### src/rtl/pm_pw_pkg.sv
package pm_pw_pkg;

   // Phase of the candidate comparator: accepting a word or checking it
   typedef enum logic {
      MT_TAKE  = 1'b0,
      MT_CHECK = 1'b1
   } match_state_e;

   // Width of an index that counts 0 .. n-1, never zero bits
   function automatic int unsigned idx_width(input int unsigned n);
      return (n > 1) ? $clog2(n) : 1;
   endfunction

endpackage

### src/rtl/pm_pw_scan.sv
module pm_pw_scan #(
   parameter int unsigned WORD_W = 16,
   parameter int unsigned N      = 16,
   parameter int unsigned ADDR_W = 16,
   parameter int unsigned BASE   = 16
) (
   input  logic              clk,
   input  logic              rst_n,
   input  logic              erase,
   output logic              rd_en,
   output logic [ADDR_W-1:0] rd_addr,
   input  logic [WORD_W-1:0] rd_data,
   output logic              scan_done,
   output logic              all_ones,
   output logic              all_zeros
);
   localparam int unsigned CNT_W = $clog2(N + 1);

   logic [CNT_W-1:0] issue_cnt;
   logic             rv_q;
   logic             last_q;
   logic             done_q;
   logic             ones_q;
   logic             zeros_q;

   assign rd_en   = !done_q && (issue_cnt < CNT_W'(N)) && !erase;
   assign rd_addr = ADDR_W'(BASE) + ADDR_W'(issue_cnt);

   always_ff @(posedge clk or negedge rst_n) begin
      if (!rst_n) begin
         issue_cnt <= '0;
         rv_q      <= 1'b0;
         last_q    <= 1'b0;
         done_q    <= 1'b0;
         ones_q    <= 1'b1;
         zeros_q   <= 1'b1;
      end else if (erase) begin
         issue_cnt <= CNT_W'(N);
         rv_q      <= 1'b0;
         last_q    <= 1'b0;
         done_q    <= 1'b1;
         ones_q    <= 1'b1;
         zeros_q   <= 1'b0;
      end else begin
         rv_q   <= rd_en;
         last_q <= rd_en && (issue_cnt == CNT_W'(N - 1));
         if (rd_en) begin
            issue_cnt <= issue_cnt + 1'b1;
         end
         if (rv_q) begin
            ones_q  <= ones_q  && (rd_data == {WORD_W{1'b1}});
            zeros_q <= zeros_q && (rd_data == {WORD_W{1'b0}});
         end
         if (rv_q && last_q) begin
            done_q <= 1'b1;
         end
      end
   end

   assign scan_done = done_q;
   assign all_ones  = ones_q;
   assign all_zeros = zeros_q;

endmodule

### src/rtl/pm_pw_match.sv
module pm_pw_match
   import pm_pw_pkg::*;
#(
   parameter int unsigned WORD_W = 16,
   parameter int unsigned N      = 16,
   parameter int unsigned ADDR_W = 16,
   parameter int unsigned BASE   = 16
) (
   input  logic              clk,
   input  logic              rst_n,
   input  logic              scan_done,
   input  logic              erase,
   input  logic              lock_arm,
   input  logic              cand_valid,
   input  logic [WORD_W-1:0] cand_data,
   output logic              cand_ready,
   output logic              rd_en,
   output logic [ADDR_W-1:0] rd_addr,
   input  logic [WORD_W-1:0] rd_data,
   output logic              matched
);
   localparam int unsigned IDX_W = idx_width(N);

   match_state_e      st_q;
   logic [WORD_W-1:0] word_q;
   logic [IDX_W-1:0]  pos_q;
   logic              bad_q;
   logic              match_q;
   logic              take;
   logic              differs;

   assign cand_ready = scan_done && (st_q == MT_TAKE) && !erase;
   assign take       = cand_valid && cand_ready;
   assign rd_en      = take;
   assign rd_addr    = ADDR_W'(BASE) + ADDR_W'(pos_q);
   assign differs    = (rd_data != word_q);

   always_ff @(posedge clk or negedge rst_n) begin
      if (!rst_n) begin
         st_q    <= MT_TAKE;
         word_q  <= '0;
         pos_q   <= '0;
         bad_q   <= 1'b0;
         match_q <= 1'b0;
      end else if (erase) begin
         st_q    <= MT_TAKE;
         pos_q   <= '0;
         bad_q   <= 1'b0;
         match_q <= 1'b0;
      end else begin
         case (st_q)
            MT_TAKE: begin
               if (take) begin
                  word_q <= cand_data;
                  st_q   <= MT_CHECK;
               end
            end
            MT_CHECK: begin
               st_q <= MT_TAKE;
               if (pos_q == IDX_W'(N - 1)) begin
                  match_q <= !(bad_q || differs);
                  pos_q   <= '0;
                  bad_q   <= 1'b0;
               end else begin
                  pos_q <= pos_q + 1'b1;
                  bad_q <= bad_q || differs;
               end
            end
            default: st_q <= MT_TAKE;
         endcase
         if (lock_arm) begin
            match_q <= 1'b0;
         end
      end
   end

   assign matched = match_q;

endmodule

### src/rtl/pm_pw_lockreg.sv
module pm_pw_lockreg (
   input  logic clk,
   input  logic rst_n,
   input  logic wr_en,
   input  logic wr_data,
   output logic lock,
   output logic arm
);
   logic lock_q;

   assign arm = wr_en && wr_data && !lock_q;

   always_ff @(posedge clk or negedge rst_n) begin
      if (!rst_n) begin
         lock_q <= 1'b1;
      end else if (wr_en) begin
         lock_q <= wr_data;
      end
   end

   assign lock = lock_q;

endmodule

### src/rtl/pm_pw_guard.sv
module pm_pw_guard #(
   parameter int unsigned WORD_W        = 16,
   parameter int unsigned PW_WORDS      = 16,
   parameter int unsigned ADDR_W        = 16,
   parameter int unsigned BASE          = 16,
   parameter bit          ZERO_IS_BLANK = 1'b1
) (
   input  logic              clk,
   input  logic              rst_n,
   output logic              mem_rd_en,
   output logic [ADDR_W-1:0] mem_rd_addr,
   input  logic [WORD_W-1:0] mem_rd_data,
   input  logic              cand_valid,
   output logic              cand_ready,
   input  logic [WORD_W-1:0] cand_data,
   input  logic              lock_wr_en,
   input  logic              lock_wr_data,
   output logic              lock_bit,
   input  logic              mass_erase,
   output logic              access_ok
);
   // Elaboration-time parameter checks
   if (WORD_W < 2) begin : g_bad_word_w
      $error("pm_pw_guard: WORD_W must be at least 2");
   end
   if (PW_WORDS < 1) begin : g_bad_words
      $error("pm_pw_guard: PW_WORDS must be at least 1");
   end
   if (ADDR_W < 1 || ADDR_W > 30) begin : g_bad_addr_w
      $error("pm_pw_guard: ADDR_W out of range");
   end
   if ((BASE + PW_WORDS) > (1 << ADDR_W)) begin : g_bad_window
      $error("pm_pw_guard: password window exceeds address space");
   end

   logic              scan_done;
   logic              all_ones;
   logic              all_zeros;
   logic              blank;
   logic              scan_rd_en;
   logic [ADDR_W-1:0] scan_rd_addr;
   logic              cmp_rd_en;
   logic [ADDR_W-1:0] cmp_rd_addr;
   logic              matched;
   logic              lock_arm;

   pm_pw_lockreg u_lock (
      .clk     (clk),
      .rst_n   (rst_n),
      .wr_en   (lock_wr_en),
      .wr_data (lock_wr_data),
      .lock    (lock_bit),
      .arm     (lock_arm)
   );

   pm_pw_scan #(
      .WORD_W (WORD_W),
      .N      (PW_WORDS),
      .ADDR_W (ADDR_W),
      .BASE   (BASE)
   ) u_scan (
      .clk       (clk),
      .rst_n     (rst_n),
      .erase     (mass_erase),
      .rd_en     (scan_rd_en),
      .rd_addr   (scan_rd_addr),
      .rd_data   (mem_rd_data),
      .scan_done (scan_done),
      .all_ones  (all_ones),
      .all_zeros (all_zeros)
   );

   pm_pw_match #(
      .WORD_W (WORD_W),
      .N      (PW_WORDS),
      .ADDR_W (ADDR_W),
      .BASE   (BASE)
   ) u_match (
      .clk        (clk),
      .rst_n      (rst_n),
      .scan_done  (scan_done),
      .erase      (mass_erase),
      .lock_arm   (lock_arm),
      .cand_valid (cand_valid),
      .cand_data  (cand_data),
      .cand_ready (cand_ready),
      .rd_en      (cmp_rd_en),
      .rd_addr    (cmp_rd_addr),
      .rd_data    (mem_rd_data),
      .matched    (matched)
   );

   // The scan owns the port before scan_done, the comparator after it
   assign mem_rd_en   = scan_rd_en || cmp_rd_en;
   assign mem_rd_addr = scan_rd_en ? scan_rd_addr : cmp_rd_addr;

   generate
      if (ZERO_IS_BLANK) begin : g_blank_both
         assign blank = all_ones || all_zeros;
      end else begin : g_blank_ones
         logic unused_zeros;
         assign unused_zeros = all_zeros;
         assign blank        = all_ones;
      end
   endgenerate

   assign access_ok = scan_done && (!lock_bit || blank || matched);

endmodule

### config.mk
export PLATFORM = sky130hd
export DESIGN_NAME = pm_pw_guard
export DESIGN_NICKNAME = d
export VERILOG_FILES = /design/src/rtl/pm_pw_pkg.sv /design/src/rtl/pm_pw_scan.sv /design/src/rtl/pm_pw_match.sv /design/src/rtl/pm_pw_lockreg.sv /design/src/rtl/pm_pw_guard.sv
export SDC_FILE = /design/constraint.sdc
export NUM_CORES = 1
export LEC_CHECK = 0
export ABC_AREA = 1
export BUFFER_PORTS_ARGS = -buffer_cell sky130_fd_sc_hd__buf_2
export CORE_MARGIN = 2
export CORE_UTILIZATION = 55
export CTS_CLUSTER_DIAMETER = 50
export DETAILED_ROUTE_END_ITERATION = 6
export MAX_ROUTING_LAYER = met4
export PLACE_DENSITY = 0.92
export SYNTH_ARGS = -nofsm -noshare
export SYNTH_HDL_FRONTEND = slang
export SYNTH_SLANG_ARGS = --single-unit
### constraint.sdc
create_clock -name clk -period 2.35 [get_ports clk]
set_clock_uncertainty 0.15 [all_clocks]
set_input_delay 0.1175 -clock clk [delete_from_list [all_inputs] [get_ports clk]]
set_output_delay 0.1175 -clock clk [all_outputs]
set_load 0.02 [all_outputs]
# ---- Yosys cells after proc, flatten, opt, wreduce, memory -nomap -nowiden
# Index checks and enable logic that the tools add are counted.
dict set report totals {
  memories 0
  latch_bits 0
  mem_bits_rw 0
  register_bits 34
  inputBits 38
  rom_bits 0
  wordCells 77
}
dict set report op_classes {
  mul 0
  reduce_logical 30
  n_shift 0
  eq_ne 4
  n_mux 24
  n_addsub 4
  div 0
  bitwise_logic 2
  magnitude_cmp 1
}
# cell count
set ops {}
lappend ops {{1-bit two-way mux} 17}
lappend ops {{16-bit equality test (second input constant)} 1}
lappend ops {{16-bit logical NOT} 1}
lappend ops {{16-bit two-way mux} 1}
lappend ops {{16-bit inequality test} 1}
lappend ops {{1-bit logical AND} 12}
lappend ops {{4-bit two-way mux} 3}
lappend ops {{5-bit two-way mux} 2}
lappend ops {{2-bit nonzero test} 4}
lappend ops {{5-bit by 4-bit adder with 6-bit output (first input constant)} 1}
lappend ops {{5-bit by 5-bit adder with 6-bit output (first input constant)} 1}
lappend ops {{3-bit nonzero test} 2}
lappend ops {{5-bit by 1-bit adder with 5-bit output (second input constant)} 1}
lappend ops {{5-bit by 4-bit equality test with 1-bit output (second input constant)} 1}
lappend ops {{1-bit logical OR} 5}
lappend ops {{5-bit less-than comparator (second input constant)} 1}
lappend ops {{4-bit by 1-bit adder with 4-bit output (second input constant)} 1}
lappend ops {{4-bit equality test (second input constant)} 1}
lappend ops {{1-bit logical NOT} 4}
lappend ops {{3-bit AND reduction} 1}
lappend ops {{1-bit NOT} 2}
lappend ops {{1-bit one-hot mux with 2 select lines} 1}
lappend ops {{2-bit AND reduction} 1}

# ---- Logic depth before layout (Yosys ltp)
# Gate-level depths: netlist (run 1).
dict set report depth {
  ltp_word 7
  depth_mapped 9
  ltp_nobuf 9
}

# ---- By module
# Synthesis (run 1) repeated with hierarchy kept, for this count alone.
dict set report unflattened {
  cells_unflattened 329
  area_unflattened_um2 2308.5
}
# mod area_each_um2 instances seq_area_each_um2 cells_per_inst
set modules_own_cells {}
lappend modules_own_cells {pm_pw_match 1383.8 1 575.6 183}
lappend modules_own_cells {pm_pw_scan 606.8 1 252.7 82}
lappend modules_own_cells {pm_pw_guard 270.3 1 0.0 58}
lappend modules_own_cells {pm_pw_lockreg 47.5 1 26.3 6}

# ---- Least setup slack after synthesis (run 1)
# OpenSTA, ideal clock, no wires.
dict set report synth_path {
  kind {reg-to-reg}
  start {reg u_match.st_q}
  end {reg u_match.word_q[13]}
  path_stages_with_launch 8
  arrival_ns 1.146
  path_buffers 1
  synth_period_minus_slack_ns 1.422
  setup_time_ns 0.126
  slack_ns 0.928
  path_cell_list {dfrtp_1 -> nor2_2 -> inv_2 -> nor2_4 -> nand2_4 -> inv_4 -> buf_6 -> o21ai_0}
}
dict set report synth_via {
  elab_chain_cells 5
}
# item line
set synth_rtl {}
lappend synth_rtl {{start, declared} pm_pw_match.sv:24} ;# match_state_e st_q;
lappend synth_rtl {{start signal, assigned} pm_pw_match.sv:40} ;# st_q <= MT_TAKE;
lappend synth_rtl {{start signal, assigned} pm_pw_match.sv:46} ;# st_q <= MT_TAKE;
lappend synth_rtl {{start signal, assigned} pm_pw_match.sv:55} ;# st_q <= MT_CHECK;
lappend synth_rtl {{1-bit NOT (no source line)} --}
lappend synth_rtl {{1-bit logical AND (2 in a row)} pm_pw_match.sv:32} ;# assign cand_ready = scan_done && (st_q == MT_TAKE) && !erase;
lappend synth_rtl {{named net cand_ready} pm_pw_guard.sv:14} ;# output logic cand_ready,
lappend synth_rtl {{1-bit logical AND} pm_pw_match.sv:33} ;# assign take = cand_valid && cand_ready;
lappend synth_rtl {{3-bit AND reduction (no source line)} --}
lappend synth_rtl {{end signal, assigned} pm_pw_match.sv:54} ;# word_q <= cand_data;
lappend synth_rtl {{end, declared} pm_pw_match.sv:25} ;# logic [WORD_W-1:0] word_q;
# The timed path passes the listed nets, and every way through them passes these cells.
# A chain may end at the register's enable or synchronous reset.

# ---- Worst setup path in the final report (run 1)
dict set report layout_path {
  start {in mem_rd_data[15]}
  end {reg u_scan.zeros_q, in the netlist u_scan.all_zeros}
}
dict set report layout_via {
  elab_chain_cells 4
}
# item line
set layout_rtl {}
lappend layout_rtl {{start, declared} pm_pw_guard.sv:12} ;# input logic [WORD_W-1:0] mem_rd_data,
lappend layout_rtl {{16-bit logical NOT} pm_pw_scan.sv:52} ;# zeros_q <= zeros_q && (rd_data == {WORD_W{1'b0}});
lappend layout_rtl {{1-bit logical AND} pm_pw_scan.sv:52}
lappend layout_rtl {{1-bit two-way mux} pm_pw_scan.sv:50} ;# if (rv_q) begin
lappend layout_rtl {{1-bit two-way mux} pm_pw_scan.sv:37} ;# end else if (erase) begin
lappend layout_rtl {{end signal, assigned} pm_pw_scan.sv:52}
lappend layout_rtl {{end, declared} pm_pw_scan.sv:24} ;# logic zeros_q;
# No other way between the ends. The select of a mux whose other input is x is not followed.

==> flow_metrics.tcl, run 1 <==
set metrics [dict create \
    cts_buffers 5 \
    drc 0 \
    root_buffer "clkbuf_4" \
    grt_pass1_wl_um 7334 \
    gp_congestion 0.9981 \
    endpoint "u_scan.all_zeros$_DFFE_PN1P_" \
    crit-reg2reg-launch "u_match.st_q$_DFF_PN0_" \
    rsz0062_at_grt "no" \
    slew_violations 0 \
    ys_ff_latch 34 \
    die-area_um2 3964 \
    leakage_nw 1.325 \
    ff2ff_setup_slack_ns 0.33 \
    startpoint_type "primary input" \
    drive_gt1_frac 0.1862 \
    hold_class "primary input to register" \
    fin_util 0.7465 \
    wl_per_cell_um 11.52 \
    clk_latency_ns 0.35 \
    ys_seq_area_frac 0.4470 \
    worstPathRequired_ns 2.49 \
    cts_max_path_buffers 2 \
    area_delta_synth_final_pct 30.30 \
    setup_tns_ns 0 \
    yosys.cell_types.count 27 \
    grt_max_degree 35 \
    p_total_mw 1.404 \
    grt_pass1_vias 1737 \
    crit_path_start "mem_rd_data[15]" \
    die_h_um 62.96 \
    grt_usage 0.2502 \
    core_um2 3337 \
    p_per_area_nw_per_um2 563.7 \
    rows 21 \
    io_pins 58 \
    grt_overflow 0 \
    ff2ff_path_depth 8 \
    postCtsHoldBufs 29 \
    hold_viol 1 \
    placed_cells 342 \
    dpl.hpwl_um 2915 \
    cts_tree "done" \
    period_needed_ns 2.194 \
    setup_ws_ns 0.1556 \
    cp_data_arrival_time_ns 2.34 \
    fin_cells 379 \
    reg2reg_to "u_match.word_q[9]$_DFFE_PN0P_" \
    maxSlewHeadroom 0.5153 \
    path_clk_slew_ns 0.10 \
    crit_fanout 3 \
    max_freq_ghz 0.4557 \
    ir_worst_vdd_mv 0.5791 \
    diodes 0 \
    h-tree-depth 2 \
    drtIter0Drc 99 \
    pre_cts_ws_ns 0.7443 \
    postCtsSetupRepairBufs 0 \
    fin_crit_sh 0.9338 \
    die_w_um 62.96 \
    critPathKind "primary input to register" \
    routed_wl_um 4366 \
    violations "hold timing" \
    worst_pin_slew_ns 0.7270 \
    port_buffers 45 \
    ant_nets 0 \
    drtPass1Iterations 4 \
    maxCapViolations 0 \
    final_nets 373 \
    syn_avg_cell_area_um2 7.468 \
    fin_hold_ws_ns -0.0009370 \
    viasPerCell 4.865 \
    netlist_area_um2 1912 \
    antenna_found_initial 0 \
    outcome "complete, but fails checks" \
    synthCells 256 \
    vias 1844 \
    clock_sinks 34 \
    ctsResizeCount 0 \
    yosysWarnings 0 \
    critPathCaptureType "register" \
    start_util 0.5729 \
    setup_viol 0 \
]
## how the worst min path moves through the flow
stage / end / start / slack [ns] / cells after the start
floorplan: u_match.bad_q$_DFFE_PN0N_ / rst_n / -0.33 / 0
global placement: u_match.word_q[1]$_DFFE_PN0P_ / rst_n / 0.07 / 1
detailed placement: u_match.word_q[8]$_DFFE_PN0P_ / rst_n / 0.07 / 1
CTS: u_match.matched$_DFFE_PN0P_ / lock_wr_data / 0.009 / 4
global route: u_match.st_q$_DFF_PN0_ / cand_valid / 0.03 / 3
finish: u_match.matched$_DFFE_PN0P_ / lock_wr_data / -0.0009 / 4
## where the power goes
group | switching, mW | total [mW] | internal (mW)
Clock | 0.200 | 0.453 | 0.254
Combinational | 0.155 | 0.283 | 0.129
Sequential | 0.0336 | 0.667 | 0.634
Total | 0.388 | 1.40 | 1.02
## routing by layer
layer | track usage | up-vias | share of wire
met5 | - | - | 0
met4 | 0.1750 | 0 | 0.041
met2 | 0.4096 | 67 | 0.48
li1 | - | 926 | -
met1 | 0.2810 | 834 | 0.42
met3 | 0.03604 | 17 | 0.053
## cells by family (layout without fill, tap and decap cells)
group	Yosys count	count (layout)	share of synthesized area
simple gates	130	130	0.2853
fa+ha+maj	3	3	0.01964
compound gates	28	28	0.07723
buf+inv	52	119	0.1348
other cells	2	12	0.003928
xor+xnor	7	7	0.03207
flops	34	34	0.4470
## registers in the layout, summed over array words and instances, names as in the netlist
name / count
u_match.word_q: 16
u_scan.issue_cnt: 5
u_match.pos_q: 4
u_lock.lock: 1
u_match.bad_q: 1
u_match.matched: 1
u_match.st_q: 1
u_scan.all_ones: 1
u_scan.all_zeros: 1
u_scan.last_q: 1
u_scan.rv_q: 1
u_scan.scan_done: 1
## area by class of cell
class	count	area (um^2)
Timing Repair Buffer	74	515.5
Inverter	37	141.4
Sequential cell	34	854.6
Multi-Input combinational cell	180	837.1
Tap cell	46	57.56
Fill cell	246	845.8
Clock inverter	1	30.03
Clock buffer	7	55.05
## cells in the final DEF, fill, tap and decap left out, types with 2 or more instances in the layout
| cell | instances |
|---|---|
| nand4_1 | 2 |
| buf_2 | 45 |
| dlygate4sd3_1 | 29 |
| nor3_1 | 5 |
| nor2_2 | 2 |
| nand2_1 | 85 |
| nor4_1 | 3 |
| ha_1 | 3 |
| dfrtp_1 | 31 |
| nor2_1 | 17 |
| xnor2_1 | 6 |
| o21ai_0 | 20 |
| a21oi_1 | 5 |
| conb_1 | 12 |
| nand3_1 | 13 |
| clkbuf_4 | 5 |
| inv_1 | 35 |
| dfstp_2 | 3 |
## synth_stat cells, drive strengths merged
library cell,n,area share
o221ai,1,0.0046
nand2,86,0.17
dfstp,3,0.041
o211ai,1,0.0039
xor2,1,0.0046
xnor2,6,0.027
a21oi,5,0.013
o22ai,1,0.0033
nor3,5,0.013
o21ai,20,0.052
nor4,3,0.0098
nand4,2,0.0065
conb,2,0.0039
clkbuf,1,0.0020
or2,1,0.0033
inv,37,0.074
dfrtp,31,0.41
buf,14,0.059
nor2,20,0.046
nand3,13,0.034
ha,3,0.020
## worst max-delay path: stages
cell           delay [ns]
dlygate4sd3_1        0.53
buf_2                0.14
nor4_1               0.23
dlygate4sd3_1        0.58
nand2_1              0.04
dlygate4sd3_1        0.56
a21oi_1              0.13
## through the flow
step	hold slack [ns]	area, um^2
after detailed placement	0.06763	2116
final	-0.0009370	2491
after global placement	0.07174	2116
after floorplan	-0.3281	1949
after global routing	0.03111	2491
after CTS	0.008602	2491
(Power assumes the default switching activity.)
==> run 2, diff against run 1 <==
--- a/config.mk
+++ b/config.mk
@@ -8,11 +8,11 @@
 export ABC_AREA = 1
 export BUFFER_PORTS_ARGS = -buffer_cell sky130_fd_sc_hd__buf_2
 export CORE_MARGIN = 2
-export CORE_UTILIZATION = 55
+export CORE_UTILIZATION = 51
 export CTS_CLUSTER_DIAMETER = 50
 export DETAILED_ROUTE_END_ITERATION = 6
 export MAX_ROUTING_LAYER = met4
-export PLACE_DENSITY = 0.92
+export PLACE_DENSITY = 0.86
 export SYNTH_ARGS = -nofsm -noshare
 export SYNTH_HDL_FRONTEND = slang
 export SYNTH_SLANG_ARGS = --single-unit
==> constraint.sdc (replaced) <==
create_clock -name clk -period 2.15 [get_ports clk]
set_clock_uncertainty 0.15 [all_clocks]
set_input_delay 0.1075 -clock clk [delete_from_list [all_inputs] [get_ports clk]]
set_output_delay 0.1075 -clock clk [all_outputs]
set_load 0.02 [all_outputs]
==> flow_metrics.tcl, run 2 (synthesized netlist as in run 1, its figures left out) <==
set metrics [dict create \
    combPwrFrac 0.190 \
    cpMostUsedCell "nor2_1" \
    outcome "finished clean" \
    diodes 0 \
    critPathCaptureType "primary output" \
    cts_max_path_buffers 2 \
    clk_latency_ns 0.29 \
    rows 22 \
    dpl.hpwl_um 2973 \
    period_needed_ns 1.870 \
    ctsResizeCount 0 \
    cts_buffers 5 \
    max_freq_ghz 0.5347 \
    ir_worst_vdd_mv 0.4179 \
    hold_class "primary input to register" \
    intPower_mw 1.073 \
    seq_area_um2 854.6 \
    area_delta_synth_final_pct 28.14 \
    fill_cells 327 \
    viasPerCell 4.718 \
    routed_wl_um 4353 \
    regMostFlops "u_match.word_q" \
    clkPwrFrac 0.324 \
    io_pins 58 \
    crit_slowest_cell "dfrtp_1" \
    worst_pin_slew_ns 0.7277 \
    crit_family "simple AND/OR/NAND/NOR gates" \
    drive_gt1_frac 0.1890 \
    largest_register_ffs 16 \
    post_dp_cell_area_um2 2118 \
    p_sw_frac 0.2841 \
    gp_congestion 0.9701 \
    slew_violations 0 \
    clock_sinks 34 \
    final_common_cell "nand2_1" \
    worstPathRequired_ns 1.89 \
    grt_pass1_vias 1751 \
    p_per_area_nw_per_um2 611.6 \
    rsz0062_at_grt "no" \
    multi_input_area_um2 837.1 \
    layout_common_cells "nand2_1 (85), buf_2 (45), inv_1 (35)" \
    design_area_um2 2450 \
    grt_overflow 0 \
    crit_fanout 10 \
    startpoint_type "register" \
    die_w_um 65.23 \
    slowest_delay_ns 0.40 \
    p_switching_mw 0.4257 \
    seqPwrFrac 0.486 \
    drtIter0Drc 108 \
    largestRegisters "u_match.word_q x16, u_scan.issue_cnt x5, u_match.pos_q x4" \
    die-area_um2 4254 \
    placed_cells 344 \
    critPathKind "register to primary output" \
    final_nets 368 \
    grt_max_degree 35 \
    root_buffer "clkbuf_8" \
    setup_viol 0 \
    maxCapViolations 0 \
    leakage_nw 1.308 \
    start_util 0.5262 \
    fin_hold_ws_ns 0.01696 \
    die_h_um 65.23 \
    antenna_found_initial 0 \
    cp_data_arrival_time_ns 1.61 \
    fin_cells 376 \
    path_clk_slew_ns 0.06 \
    vias 1774 \
    hold_viol 0 \
    grt_usage 0.2390 \
    wl_per_cell_um 11.58 \
    port_buffers 45 \
    grt_pass1_wl_um 7383 \
    cts_tree "done" \
    setup_tns_ns 0 \
    drc 0 \
    core_um2 3633 \
    fin_crit_sh 0.8699 \
    path_cells "nor2_1, inv_1, nor2_2, inv_1, nor2_1, nor2_1, buf_2" \
    ant_nets 0 \
    h-tree-depth 2 \
    critPathBufInv 3 \
    fin_util 0.6742 \
    drtPass1Iterations 4 \
    maxSlewHeadroom 0.5149 \
]
## run 2: final timing paths
check	to	depth (start not counted)	slack [ns]	startpoint
worst max-delay path	mem_rd_addr[0]	7	0.28	u_scan.scan_done$_DFFE_PN0P_
worst min-delay path	u_match.word_q[2]$_DFFE_PN0P_	4	0.02	cand_valid
worst max register to register	u_match.matched$_DFFE_PN0P_	5	0.52	u_match.pos_q[0]$_DFFE_PN0N_
worst min register to register	u_scan.all_zeros$_DFFE_PN1P_	1	0.31	u_scan.rv_q$_DFF_PN0_
max in group asynchronous	u_scan.issue_cnt[3]$_DFFE_PN0P_	2	1.12	rst_n
min in group asynchronous	u_match.word_q[4]$_DFFE_PN0P_	2	0.26	rst_n
## run 2: tightest hold or removal path: stages
cell and delay (ns):
buf_2 0.11, nand2_4 0.09, nand2_1 0.07, nand2_1 0.04
## run 2: through the flow
stage / power [mW] / setup WS (ns)
2_1_floorplan: 0.9148 / 0.7282
3_3_place_gp: 0.9773 / 0.6370
3_5_place_dp: 0.9886 / 0.5751
4_1_cts: 1.506 / 0.2617
5_1_grt: 1.584 / 0.07075
6_report: 1.498 / 0.2797
## run 2: metal layers
| layer | vias up | wire [um] | track usage |
|---|---|---|---|
| met2 | 53 | 2142 | 0.3967 |
| li1 | 913 | - | - |
| met3 | 11 | 210 | 0.06507 |
| met4 | 0 | 116 | 0.1068 |
| met1 | 797 | 1884 | 0.2714 |
| met5 | - | 0 | - |
## run 2: what timing repair did
action                                 4_1_cts  5_1_grt
endpoints found under the hold margin       51        0
buffers inserted                             0        0
hold buffers                                24        0
## run 2: cell type report
| type | count | share of cell area |
|---|---|---|
| Clock buffer | 7 | 0.03524 |
| Clock inverter | 1 | 0.002043 |
| Inverter | 37 | 0.05771 |
| Multi-Input combinational cell | 180 | 0.3417 |
| Sequential cell | 34 | 0.3488 |
| Tap cell | 48 | 0.02451 |
| Timing Repair Buffer | 69 | 0.1900 |
## run 2: power by group through the flow
stage / clock, mW / sequential, mW / combinational [mW]
floorplan: 0 / 0.732 / 0.183
global placement: 0 / 0.735 / 0.242
detailed placement: 0 / 0.739 / 0.249
CTS: 0.496 / 0.728 / 0.282
global route: 0.528 / 0.734 / 0.322
finish: 0.486 / 0.728 / 0.284
==> run 3, diff against run 2 <==
--- a/config.mk
+++ b/config.mk
@@ -8,11 +8,12 @@
 export ABC_AREA = 1
 export BUFFER_PORTS_ARGS = -buffer_cell sky130_fd_sc_hd__buf_2
 export CORE_MARGIN = 2
-export CORE_UTILIZATION = 51
+export CORE_UTILIZATION = 46
 export CTS_CLUSTER_DIAMETER = 50
 export DETAILED_ROUTE_END_ITERATION = 6
 export MAX_ROUTING_LAYER = met4
-export PLACE_DENSITY = 0.86
+export PLACE_DENSITY = 0.83
+export REMOVE_ABC_BUFFERS = 1
 export SYNTH_ARGS = -nofsm -noshare
 export SYNTH_HDL_FRONTEND = slang
 export SYNTH_SLANG_ARGS = --single-unit
==> constraint.sdc (replaced) <==
create_clock -name clk -period 1.7 [get_ports clk]
set_clock_uncertainty 0.15 [all_clocks]
set_input_delay 0.085 -clock clk [delete_from_list [all_inputs] [get_ports clk]]
set_output_delay 0.085 -clock clk [all_outputs]
set_load 0.02 [all_outputs]
==> flow_metrics.tcl, run 3 (synthesized netlist as in run 1, its figures left out) <==
set metrics [dict create \
    largest_register_ffs 16 \
    root_buffer "clkbuf_8" \
    setup_tns_ns -0.03134 \
    holdPathStages 6 \
    reg2reg_to "u_lock.lock$_DFFE_PN1P_" \
    leakage_nw 1.362 \
    antenna_found_initial 0 \
    viasPerCell 4.756 \
    ant_nets 0 \
    hold_path_end "u_scan.all_zeros$_DFFE_PN1P_" \
    cp_data_arrival_time_ns 1.49 \
    crit-reg2reg-launch "u_lock.lock$_DFFE_PN1P_" \
    die_h_um 68.47 \
    min-delay-start "mem_rd_data[10]" \
    maxCapViolations 0 \
    cts_buffers 5 \
    ir_worst_vdd_mv 0.4543 \
    fin_crit_sh 1.014 \
    max_freq_ghz 0.5801 \
    diodes 0 \
    hold_class "primary input to register" \
    startpoint_type "register" \
    violations "setup timing" \
    p_per_area_nw_per_um2 740.1 \
    ff2ff_setup_slack_ns 0.18 \
    outcome "complete, but fails checks" \
    final_common_cell "nand2_1" \
    die_w_um 68.47 \
    drtIter0Drc 105 \
    setup_ws_ns -0.02380 \
    final_nets 379 \
    dpl.hpwl_um 3064 \
    port_buffers 45 \
    path_clk_slew_ns 0.07 \
    layout_common_cells "nand2_1 (83), buf_2 (41), inv_1 (33)" \
    largestRegisters "u_match.word_q x16, u_scan.issue_cnt x5, u_match.pos_q x4" \
    grt_usage 0.2143 \
    wl_per_cell_um 11.99 \
    start_util 0.4779 \
    crit_fanout 5 \
    critPathKind "register to primary output" \
    setup_viol 2 \
    io_pins 58 \
    drc 0 \
    ff2ff_path_depth 3 \
    rsz0062_at_grt "yes" \
    die-area_um2 4688 \
    rows 23 \
    drtPass1Iterations 4 \
    slew_violations 0 \
    maxSlewHeadroom 0.4996 \
    grt_max_degree 35 \
    fill_cells 323 \
    vias 1850 \
    hold_viol 0 \
    grt_pass1_vias 1715 \
    h-tree-depth 2 \
    regMostFlops "u_match.word_q" \
    area_delta_synth_final_pct 36.39 \
    post_dp_cell_area_um2 2121 \
    gp_congestion 0.8958 \
    clock_sinks 34 \
    grt_overflow 0 \
    critPathCaptureType "primary output" \
    worst_pin_slew_ns 0.7507 \
    worstPathRequired_ns 1.46 \
    core_um2 4000 \
    cts_max_path_buffers 2 \
    grt_pass1_wl_um 7065 \
    cts_tree "done" \
    design_area_um2 2608 \
    period_needed_ns 1.724 \
    clk_latency_ns 0.29 \
    routed_wl_um 4665 \
    drive_gt1_frac 0.2330 \
]
[run 3: timing repair]
action                                  CTS  global route
pin swaps                                 1             4
resized for setup                         4            16
endpoints found under the hold margin    51             0
setup buffers                             2             5
endpoints found under the setup margin    5             6
hold buffers                             28             0
[run 3: layout make-up]
class / count / area [um^2] / share of cell area
well taps: 50 / 62.56 / 0.02399
multi-input cells: 180 / 878.3 / 0.3369
repair buffers: 80 / 575.6 / 0.2207
inverters: 37 / 141.4 / 0.05422
clock inverters: 2 / 12.51 / 0.004798
flip-flops and latches: 34 / 854.6 / 0.3277
clock buffers: 6 / 82.58 / 0.03167
[run 3: how the worst max path moves through the flow]
| stage | start | end | slack [ns] | cells past startpoint |
|---|---|---|---|---|
| 5_1_grt | u_scan.scan_done$_DFFE_PN0P_ | mem_rd_addr[3] | -0.09 | 7 |
| 4_1_cts | u_scan.issue_cnt[4]$_DFFE_PN0P_ | mem_rd_addr[0] | 0.02 | 7 |
| 3_5_place_dp | u_scan.scan_done$_DFFE_PN0P_ | mem_rd_addr[0] | 0.12 | 7 |
| 2_1_floorplan | u_scan.issue_cnt[4]$_DFFE_PN0P_ | mem_rd_addr[0] | 0.32 | 5 |
| 3_3_place_gp | u_scan.scan_done$_DFFE_PN0P_ | mem_rd_addr[0] | 0.20 | 7 |
| 6_report | u_scan.scan_done$_DFFE_PN0P_ | mem_rd_addr[0] | -0.02 | 7 |
[run 3: per-stage QoR]
stage	hold WS (ns)	utilization	cells	setup WS, ns	power [mW]
6_report	0.01118	0.6519	389	-0.02380	1.930
3_5_place_dp	0.04021	0.5302	346	0.1183	1.250
2_1_floorplan	-0.3606	-	251	0.3155	1.129
5_1_grt	0.04039	0.6519	389	-0.09478	2.027
3_3_place_gp	0.04274	0.5302	346	0.1994	1.237
4_1_cts	0.003626	0.6303	384	0.01821	1.924
[run 3: critical path: stages, from the launching register on]
cell     delay (ns)
dfrtp_1        0.41
nor2_2         0.15
inv_2          0.08
nor2_4         0.13
buf_6          0.14
nor2_2         0.04
nor2_1         0.10
buf_4          0.15
[run 3: per-layer routing]
layer / up-vias / track usage / part of all wire / wire, um
li1: 938 / - / - / -
met1: 834 / 0.2398 / 0.43 / 1993
met2: 62 / 0.3498 / 0.50 / 2321
met3: 16 / 0.05592 / 0.045 / 208
met4: 0 / 0.1125 / 0.030 / 142
met5: - / - / 0 / 0
[run 3: where the power goes]
group	switching (mW)	leakage [nW]	internal [mW]
clock	0.301	0.0472	0.325
combinational	0.212	0.889	0.169
sequential	0.0457	0.426	0.877
total	0.559	1.36	1.37
